<file path="config.mk">
export PLATFORM = sky130hd
export DESIGN_NAME = pll_prog_if
export DESIGN_NICKNAME = d
export VERILOG_FILES = /design/src/rtl/pll_prog_pkg.sv /design/src/rtl/pll_prog_sync.sv /design/src/rtl/pll_prog_serial.sv /design/src/rtl/pll_prog_enh.sv /design/src/rtl/pll_prog_if.sv
export SDC_FILE = /design/constraint.sdc
export NUM_CORES = 1
export LEC_CHECK = 0
export ABC_AREA = 0
export BUFFER_PORTS_ARGS = -buffer_cell sky130_fd_sc_hd__buf_2
export CAP_MARGIN = 20
export CORE_MARGIN = 3
export CORE_UTILIZATION = 63
export DETAILED_ROUTE_END_ITERATION = 8
export PLACE_DENSITY_LB_ADDON = 0.12
export SYNTH_ARGS = -nofsm -noshare
export SYNTH_HDL_FRONTEND = slang
export SYNTH_HIERARCHICAL = 1
export SYNTH_SLANG_ARGS = --single-unit
</file>
<file path="constraint.sdc">
create_clock -name clk_i -period 3.5 [get_ports clk_i]
set_input_delay 0.7 -clock clk_i [delete_from_list [all_inputs] [get_ports clk_i]]
set_output_delay 0.7 -clock clk_i [all_outputs]
set_load 0.01 [all_outputs]
</file>
<file path="src/rtl/pll_prog_pkg.sv">
package pll_prog_pkg;
  localparam int WORD_W  = 20;
  localparam int BYTE_W  = 8;
  localparam int ENH_W   = 8;
  localparam int R_W     = 6;
  localparam int M_W     = 9;
  localparam int A_W     = 4;

  // setting word field positions (serial shift order depends on these)
  localparam int F_A_LO   = 0;
  localparam int F_RL_LO  = 4;
  localparam int F_ML_LO  = 8;
  localparam int F_BYP    = 15;
  localparam int F_MH_LO  = 16;
  localparam int F_RH_LO  = 18;

  // parallel strobe targets
  localparam int M1_LO = 8;
  localparam int M2_LO = 16;
  localparam int M2_W  = 4;
  localparam int AW_LO = 0;

  // control bits
  localparam int E_PWR  = 3;
  localparam int E_LOAD = 4;
  localparam int E_MSEL = 5;
  localparam int E_PRE  = 6;
  localparam int E_MON  = 7;

  // synchronized input lanes
  localparam int S_SCLK = 0;
  localparam int S_SDAT = 1;
  localparam int S_SWR  = 2;
  localparam int S_EWR  = 3;
  localparam int S_M1   = 4;
  localparam int S_M2   = 5;
  localparam int S_AW   = 6;
  localparam int S_HOP  = 7;
  localparam int S_N    = 8;

  typedef enum logic [1:0] {MODE_PAR = 2'd0, MODE_SER = 2'd1, MODE_DIR = 2'd2} mode_e;
endpackage

</file>
<file path="src/rtl/pll_prog_sync.sv">
module pll_prog_sync #(
  parameter int W      = 8,
  parameter int STAGES = 2
) (
  input  logic         clk_i,
  input  logic         rst_ni,
  input  logic [W-1:0] async_i,
  output logic [W-1:0] lvl_o,
  output logic [W-1:0] rise_o,
  output logic [W-1:0] fall_o
);
  logic [W-1:0] stg_q [STAGES];
  logic [W-1:0] prev_q;

  always_ff @(posedge clk_i or negedge rst_ni) begin
    if (!rst_ni) begin
      for (int i = 0; i < STAGES; i++) stg_q[i] <= '0;
      prev_q <= '0;
    end else begin
      stg_q[0] <= async_i;
      for (int i = 1; i < STAGES; i++) stg_q[i] <= stg_q[i-1];
      prev_q <= stg_q[STAGES-1];
    end
  end

  assign lvl_o  = stg_q[STAGES-1];
  assign rise_o = stg_q[STAGES-1] & ~prev_q;
  assign fall_o = ~stg_q[STAGES-1] & prev_q;
endmodule

</file>
<file path="src/rtl/pll_prog_serial.sv">
module pll_prog_serial
  import pll_prog_pkg::*;
(
  input  logic              clk_i,
  input  logic              rst_ni,
  input  logic              en_i,
  input  logic              sclk_rise_i,
  input  logic              sdata_i,
  input  logic              swr_lvl_i,
  input  logic              ewr_lvl_i,
  input  logic              swr_rise_i,
  output logic [WORD_W-1:0] word_o,
  output logic              full_o,
  output logic [ENH_W-1:0]  enh_o
);
  localparam int CNT_W = $clog2(WORD_W + 1);
  localparam logic [CNT_W-1:0] CNT_MAX = CNT_W'(WORD_W);

  logic [WORD_W-1:0] sh_q;
  logic [ENH_W-1:0]  esh_q;
  logic [CNT_W-1:0]  cnt_q;
  logic              shift_w, shift_e;

  assign shift_w = en_i & sclk_rise_i & ~swr_lvl_i & ~ewr_lvl_i;
  assign shift_e = en_i & sclk_rise_i & ~swr_lvl_i &  ewr_lvl_i;

  always_ff @(posedge clk_i or negedge rst_ni) begin
    if (!rst_ni) begin
      sh_q  <= '0;
      esh_q <= '0;
      cnt_q <= '0;
    end else begin
      if (shift_w) sh_q <= {sh_q[WORD_W-2:0], sdata_i};
      if (shift_e) esh_q <= {esh_q[ENH_W-2:0], sdata_i};
      if (en_i && swr_rise_i) cnt_q <= '0;
      else if (shift_w && cnt_q != CNT_MAX) cnt_q <= cnt_q + 1'b1;
    end
  end

  assign word_o = sh_q;
  assign full_o = (cnt_q == CNT_MAX);
  assign enh_o  = esh_q;

  AST_CNT_RANGE: assert property (@(posedge clk_i) disable iff (!rst_ni)
    cnt_q <= CNT_MAX);
  AST_CNT_CLEAR: assert property (@(posedge clk_i) disable iff (!rst_ni)
    (en_i && swr_rise_i) |=> (cnt_q == '0));
endmodule

</file>
<file path="src/rtl/pll_prog_enh.sv">
module pll_prog_enh
  import pll_prog_pkg::*;
(
  input  logic              clk_i,
  input  logic              rst_ni,
  input  logic              ser_i,
  input  logic              par_i,
  input  logic              ewr_rise_i,
  input  logic              ewr_fall_i,
  input  logic [ENH_W-1:0]  ser_word_i,
  input  logic [BYTE_W-1:0] pdata_i,
  output logic [ENH_W-1:0]  act_o
);
  logic [ENH_W-1:0] act_q;
  logic             ld_ser, ld_par;

  assign ld_ser = ser_i & ewr_fall_i;
  assign ld_par = par_i & ewr_rise_i;

  always_ff @(posedge clk_i or negedge rst_ni) begin
    if (!rst_ni)     act_q <= '0;
    else if (ld_ser) act_q <= ser_word_i;
    else if (ld_par) act_q <= ENH_W'(pdata_i);
  end

  assign act_o = act_q;

  AST_ENH_HOLD: assert property (@(posedge clk_i) disable iff (!rst_ni)
    !(ld_ser || ld_par) |=> $stable(act_q));
  AST_ENH_PAR_FALL: assert property (@(posedge clk_i) disable iff (!rst_ni)
    (par_i && ewr_fall_i && !ewr_rise_i) |=> $stable(act_q));
endmodule

</file>
<file path="src/rtl/pll_prog_if.sv">
module pll_prog_if
  import pll_prog_pkg::*;
#(
  parameter int SYNC_STAGES = 2
) (
  input  logic              clk_i,
  input  logic              rst_ni,
  input  logic              bus_mode_i,
  input  logic              ser_mode_i,
  input  logic              sclk_i,
  input  logic              sdata_i,
  input  logic              swr_i,
  input  logic              ewr_i,
  input  logic              m1_wr_i,
  input  logic              m2_wr_i,
  input  logic              a_wr_i,
  input  logic              hop_wr_i,
  input  logic [BYTE_W-1:0] pdata_i,
  input  logic              fsel_i,
  input  logic              enh_n_i,
  input  logic              dir_byp_i,
  input  logic [6:0]        dir_m_i,
  input  logic [3:0]        dir_r_i,
  input  logic [A_W-1:0]    dir_a_i,
  output logic [R_W-1:0]    r_o,
  output logic [M_W-1:0]    m_o,
  output logic [A_W-1:0]    a_o,
  output logic              byp_o,
  output logic              pwr_dn_o,
  output logic              cnt_load_o,
  output logic              msel_tst_o,
  output logic              pre_tst_o,
  output logic              mon_off_o
);
  mode_e             mode;
  logic              is_ser, is_par, is_dir;
  logic [S_N-1:0]    s_lvl, s_rise, s_fall;
  logic [WORD_W-1:0] pri_q, sec_q, ser_word, out_w;
  logic [ENH_W-1:0]  ser_enh, enh_act;
  logic              ser_full, pri_evt, sec_evt, commit, enh_on;

  always_comb begin
    if (bus_mode_i)      mode = MODE_DIR;
    else if (ser_mode_i) mode = MODE_SER;
    else                 mode = MODE_PAR;
  end
  assign is_dir = (mode == MODE_DIR);
  assign is_ser = (mode == MODE_SER);
  assign is_par = (mode == MODE_PAR);

  pll_prog_sync #(.W(S_N), .STAGES(SYNC_STAGES)) i_sync (
    .clk_i  (clk_i),
    .rst_ni (rst_ni),
    .async_i({hop_wr_i, a_wr_i, m2_wr_i, m1_wr_i, ewr_i, swr_i, sdata_i, sclk_i}),
    .lvl_o  (s_lvl),
    .rise_o (s_rise),
    .fall_o (s_fall)
  );

  pll_prog_serial i_serial (
    .clk_i      (clk_i),
    .rst_ni     (rst_ni),
    .en_i       (is_ser),
    .sclk_rise_i(s_rise[S_SCLK]),
    .sdata_i    (s_lvl[S_SDAT]),
    .swr_lvl_i  (s_lvl[S_SWR]),
    .ewr_lvl_i  (s_lvl[S_EWR]),
    .swr_rise_i (s_rise[S_SWR]),
    .word_o     (ser_word),
    .full_o     (ser_full),
    .enh_o      (ser_enh)
  );

  pll_prog_enh i_enh (
    .clk_i     (clk_i),
    .rst_ni    (rst_ni),
    .ser_i     (is_ser),
    .par_i     (is_par),
    .ewr_rise_i(s_rise[S_EWR]),
    .ewr_fall_i(s_fall[S_EWR]),
    .ser_word_i(ser_enh),
    .pdata_i   (pdata_i),
    .act_o     (enh_act)
  );

  assign commit  = is_ser & s_rise[S_SWR];
  assign pri_evt = (is_par & (s_rise[S_M1] | s_rise[S_M2] | s_rise[S_AW])) | (commit & ser_full);
  assign sec_evt = commit | (~is_dir & s_rise[S_HOP]);

  always_ff @(posedge clk_i or negedge rst_ni) begin
    if (!rst_ni) begin
      pri_q <= '0;
    end else if (commit && ser_full) begin
      pri_q <= ser_word;
    end else if (is_par) begin
      if (s_rise[S_M1]) pri_q[M1_LO +: BYTE_W] <= pdata_i;
      if (s_rise[S_M2]) pri_q[M2_LO +: M2_W]   <= pdata_i[M2_W-1:0];
      if (s_rise[S_AW]) pri_q[AW_LO +: BYTE_W] <= pdata_i;
    end
  end

  // a short serial word is dropped; the commit still copies primary across
  always_ff @(posedge clk_i or negedge rst_ni) begin
    if (!rst_ni)                      sec_q <= '0;
    else if (commit)                  sec_q <= ser_full ? ser_word : pri_q;
    else if (~is_dir & s_rise[S_HOP]) sec_q <= pri_q;
  end

  always_comb begin
    if (is_dir)      out_w = {4'b0, dir_byp_i, dir_m_i, dir_r_i, dir_a_i};
    else if (fsel_i) out_w = pri_q;
    else             out_w = sec_q;
  end

  assign r_o   = {out_w[F_RH_LO +: 2], out_w[F_RL_LO +: 4]};
  assign m_o   = {out_w[F_MH_LO +: 2], out_w[F_ML_LO +: 7]};
  assign a_o   = out_w[F_A_LO +: A_W];
  assign byp_o = out_w[F_BYP];

  assign enh_on     = ~enh_n_i & ~is_dir;
  assign pwr_dn_o   = enh_on & enh_act[E_PWR];
  assign cnt_load_o = enh_on & enh_act[E_LOAD];
  assign msel_tst_o = enh_on & enh_act[E_MSEL];
  assign pre_tst_o  = enh_on & enh_act[E_PRE];
  assign mon_off_o  = enh_on & enh_act[E_MON];

  AST_PRI_HOLD: assert property (@(posedge clk_i) disable iff (!rst_ni)
    !pri_evt |=> $stable(pri_q));
  AST_SEC_HOLD: assert property (@(posedge clk_i) disable iff (!rst_ni)
    !sec_evt |=> $stable(sec_q));
  AST_SHORT_KEEP: assert property (@(posedge clk_i) disable iff (!rst_ni)
    (commit && !ser_full) |=> $stable(pri_q));
  AST_DIR_QUIET: assert property (@(posedge clk_i) disable iff (!rst_ni)
    (is_dir && $stable(is_dir)) |=> ($stable(pri_q) && $stable(sec_q)));
endmodule

</file>
==> impl_metrics.ini <==
[timing]
rsz0062_at_grt = false
post-route-period-util = 0.747
slew_headroom = 0.462
hold_viol_final = 0
fin_tns_setup_ns = 0
tightest_slew_ns = 0.807
fmax_ghz = 0.383
setup_viol = 0
skew_ns = 0.0108
fin_crit_ns = 2.61
drv_slew = 0

[layout]
layout-drive-gt1-share = 0.313
layout.nets = 518
synthToLayoutAreaGrowth_pct = 10.9
antenna_cells = 0
finalNonFillerCells = 582

[critical_path]
required_ns = 3.75
path_cells = inv_1 -> ha_1 -> nand4b_2 -> inv_1 -> and4b_2 -> buf_4 -> mux2_2 -> mux2_2
rr_endpoint = sec_q[9]$_DFFE_PN0P_
cp.arrival_ns = 2.86
start_kind = flop
critPathMaxFanout = 21
crit_buf_inv = 3
r2r_cells = 8
cp-end-kind = flop
r2r_slack_ns = 0.89
cp_slowest_cell = and4b_2
reg2reg_from = i_serial/cnt_q[0]$_DFFE_PN0P_
worstSetupPathType = flop to flop
critPathTopFamily = simple AND/OR/NAND/NOR gates
slowest_delay_ns = 0.56

[route]
first_iter_violations = 176
dr.pass1.iters = 4
final_antenna_net_count = 0
wirelength_um = 8980
drc = 0
drt-vias-per-instance = 5.48
vias = 3190
routedWlPerCell_um = 15.4

[logic_synthesis]
synth_area_per_cell_um2 = 11.4
synth_warnings = 6
mappedNetlistNets = 466
synthCells = 426
synthesis.area_um2 = 4860

[floorplan]
die_x_um = 93.8
die_y_um = 93.8
num_rows = 31
floorplan.initialDensity = 0.659
ios = 63
core-area_um2 = 7370
design.die.area_um2 = 8800

[global_routing]
busiest_layer = met2
grt.total_usage = 0.227
grt_util_met2 = 0.377
grt_pass1_vias = 3152
grt.overflow.total = 0
grt_pass1_wl_um = 15500
globalRouteMet3Util = 0.0489
grt_use_met1 = 0.299
antenna_found_initial = 0
grt_max_degree = 64

[cts]
cts_hold_buf = 0
cts_inserted_buffers = 9
clkSinkCount = 101
cts_tree = yes
clk-insertion-delay-late_ns = 0.37
post_cts_buffers = 0
cts_max_path_buffers = 2
cts_resized = 0
clkSlewWorstSetupHoldPaths_ns = 0.10
htreeDepth = 3
root_buffer = clkbuf_8

[placed_design]
dpl.cell_count = 566
hpwl_um = 6290
gp_congestion = 0.764
portBuffers = 62

[pwr]
leakagePower_nw = 2.64
ir_drop_v = 0.000334
powerDensity_nw_per_um2 = 494

[hold_path]
holdCritPathClass = flop to flop
min_from = i_sync/stg_q[10]$_DFF_PN0_
holdPathStages = 0
hold_end = i_sync/lvl_o[2]$_DFF_PN0_

[outcome]
run_status = complete, no violations

[run]
cap_violations = 0
## worst max path at each step
stage	slack [ns]	start	endpoint	cells past startpoint
global placement	1.03	i_serial/cnt_q[0]$_DFFE_PN0P_	sec_q[8]$_DFFE_PN0P_	8
floorplan	1.23	bus_mode_i	i_serial/cnt_q[3]$_DFFE_PN0P_	7
detailed placement	0.92	i_serial/cnt_q[0]$_DFFE_PN0P_	sec_q[9]$_DFFE_PN0P_	8
CTS	0.89	i_serial/cnt_q[0]$_DFFE_PN0P_	sec_q[9]$_DFFE_PN0P_	8
finish	0.89	i_serial/cnt_q[0]$_DFFE_PN0P_	sec_q[9]$_DFFE_PN0P_	8
global route	0.72	i_serial/cnt_q[0]$_DFFE_PN0P_	sec_q[9]$_DFFE_PN0P_	8
## layer usage
layer | part of all wire | up-vias | wire, um
li1 | - | 1553 | -
met1 | 0.45 | 1562 | 4050
met2 | 0.50 | 66 | 4460
met3 | 0.040 | 9 | 357
met4 | 0.013 | 0 | 115
met5 | 0 | - | 0
## through the flow
stage          total power, mW   util  setup slack (ns)  hold WS [ns]  instance area [um2]
2_1_floorplan             1.83      -              1.23         0.331                 4860
3_3_place_gp              1.98  0.706              1.03         0.333                 5210
3_5_place_dp              2.00  0.706             0.920         0.335                 5210
4_1_cts                   2.69  0.731             0.893         0.359                 5390
5_1_grt                   2.81  0.731             0.715         0.367                 5390
6_report                  2.66  0.731             0.887         0.355                 5390
## report_power, final
group          switching, mW  internal, mW
clock                  0.416         0.271
sequential             0.114          1.34
combinational          0.202         0.319
## placed cells by master, fill, tap and decap left out, types with 2 or more instances in the layout
cell type  instances
a31oi_1            5
inv_1              3
and2b_2            8
o21ai_0           40
ha_1               2
mux2i_1           40
mux2_4            36
dfrtp_1          101
nor3b_1            2
buf_2             61
nand3_1            9
mux2_2            12
a21boi_0           3
nor2_1             6
nand2_1           98
buf_4             10
and3b_1            5
inv_6              4
clkbuf_8           9
and2_1             5
a21bo_1            2
a21bo_2            3
## flip-flops by register name, indices dropped and copies added, names as in the netlist
register,flops
sec_q,20
i_serial/word_o,20
i_sync/lvl_o,8
i_enh/act_o,5
pri_q,20
i_sync/prev_q,7
i_sync/stg_q,8
i_serial/enh_o,8
i_serial/cnt_q,5
## area by class of cell
cell class | instances | area [um2]
fillers | 540 | 1980
clock buffers | 10 | 128
clock inverters | 6 | 51.3
flip-flops and latches | 101 | 2530
multi-input cells | 291 | 2140
repair buffers | 72 | 400
well taps | 99 | 124
inverters | 3 | 11.3
Note: power is estimated with default switching activity, not from simulation.
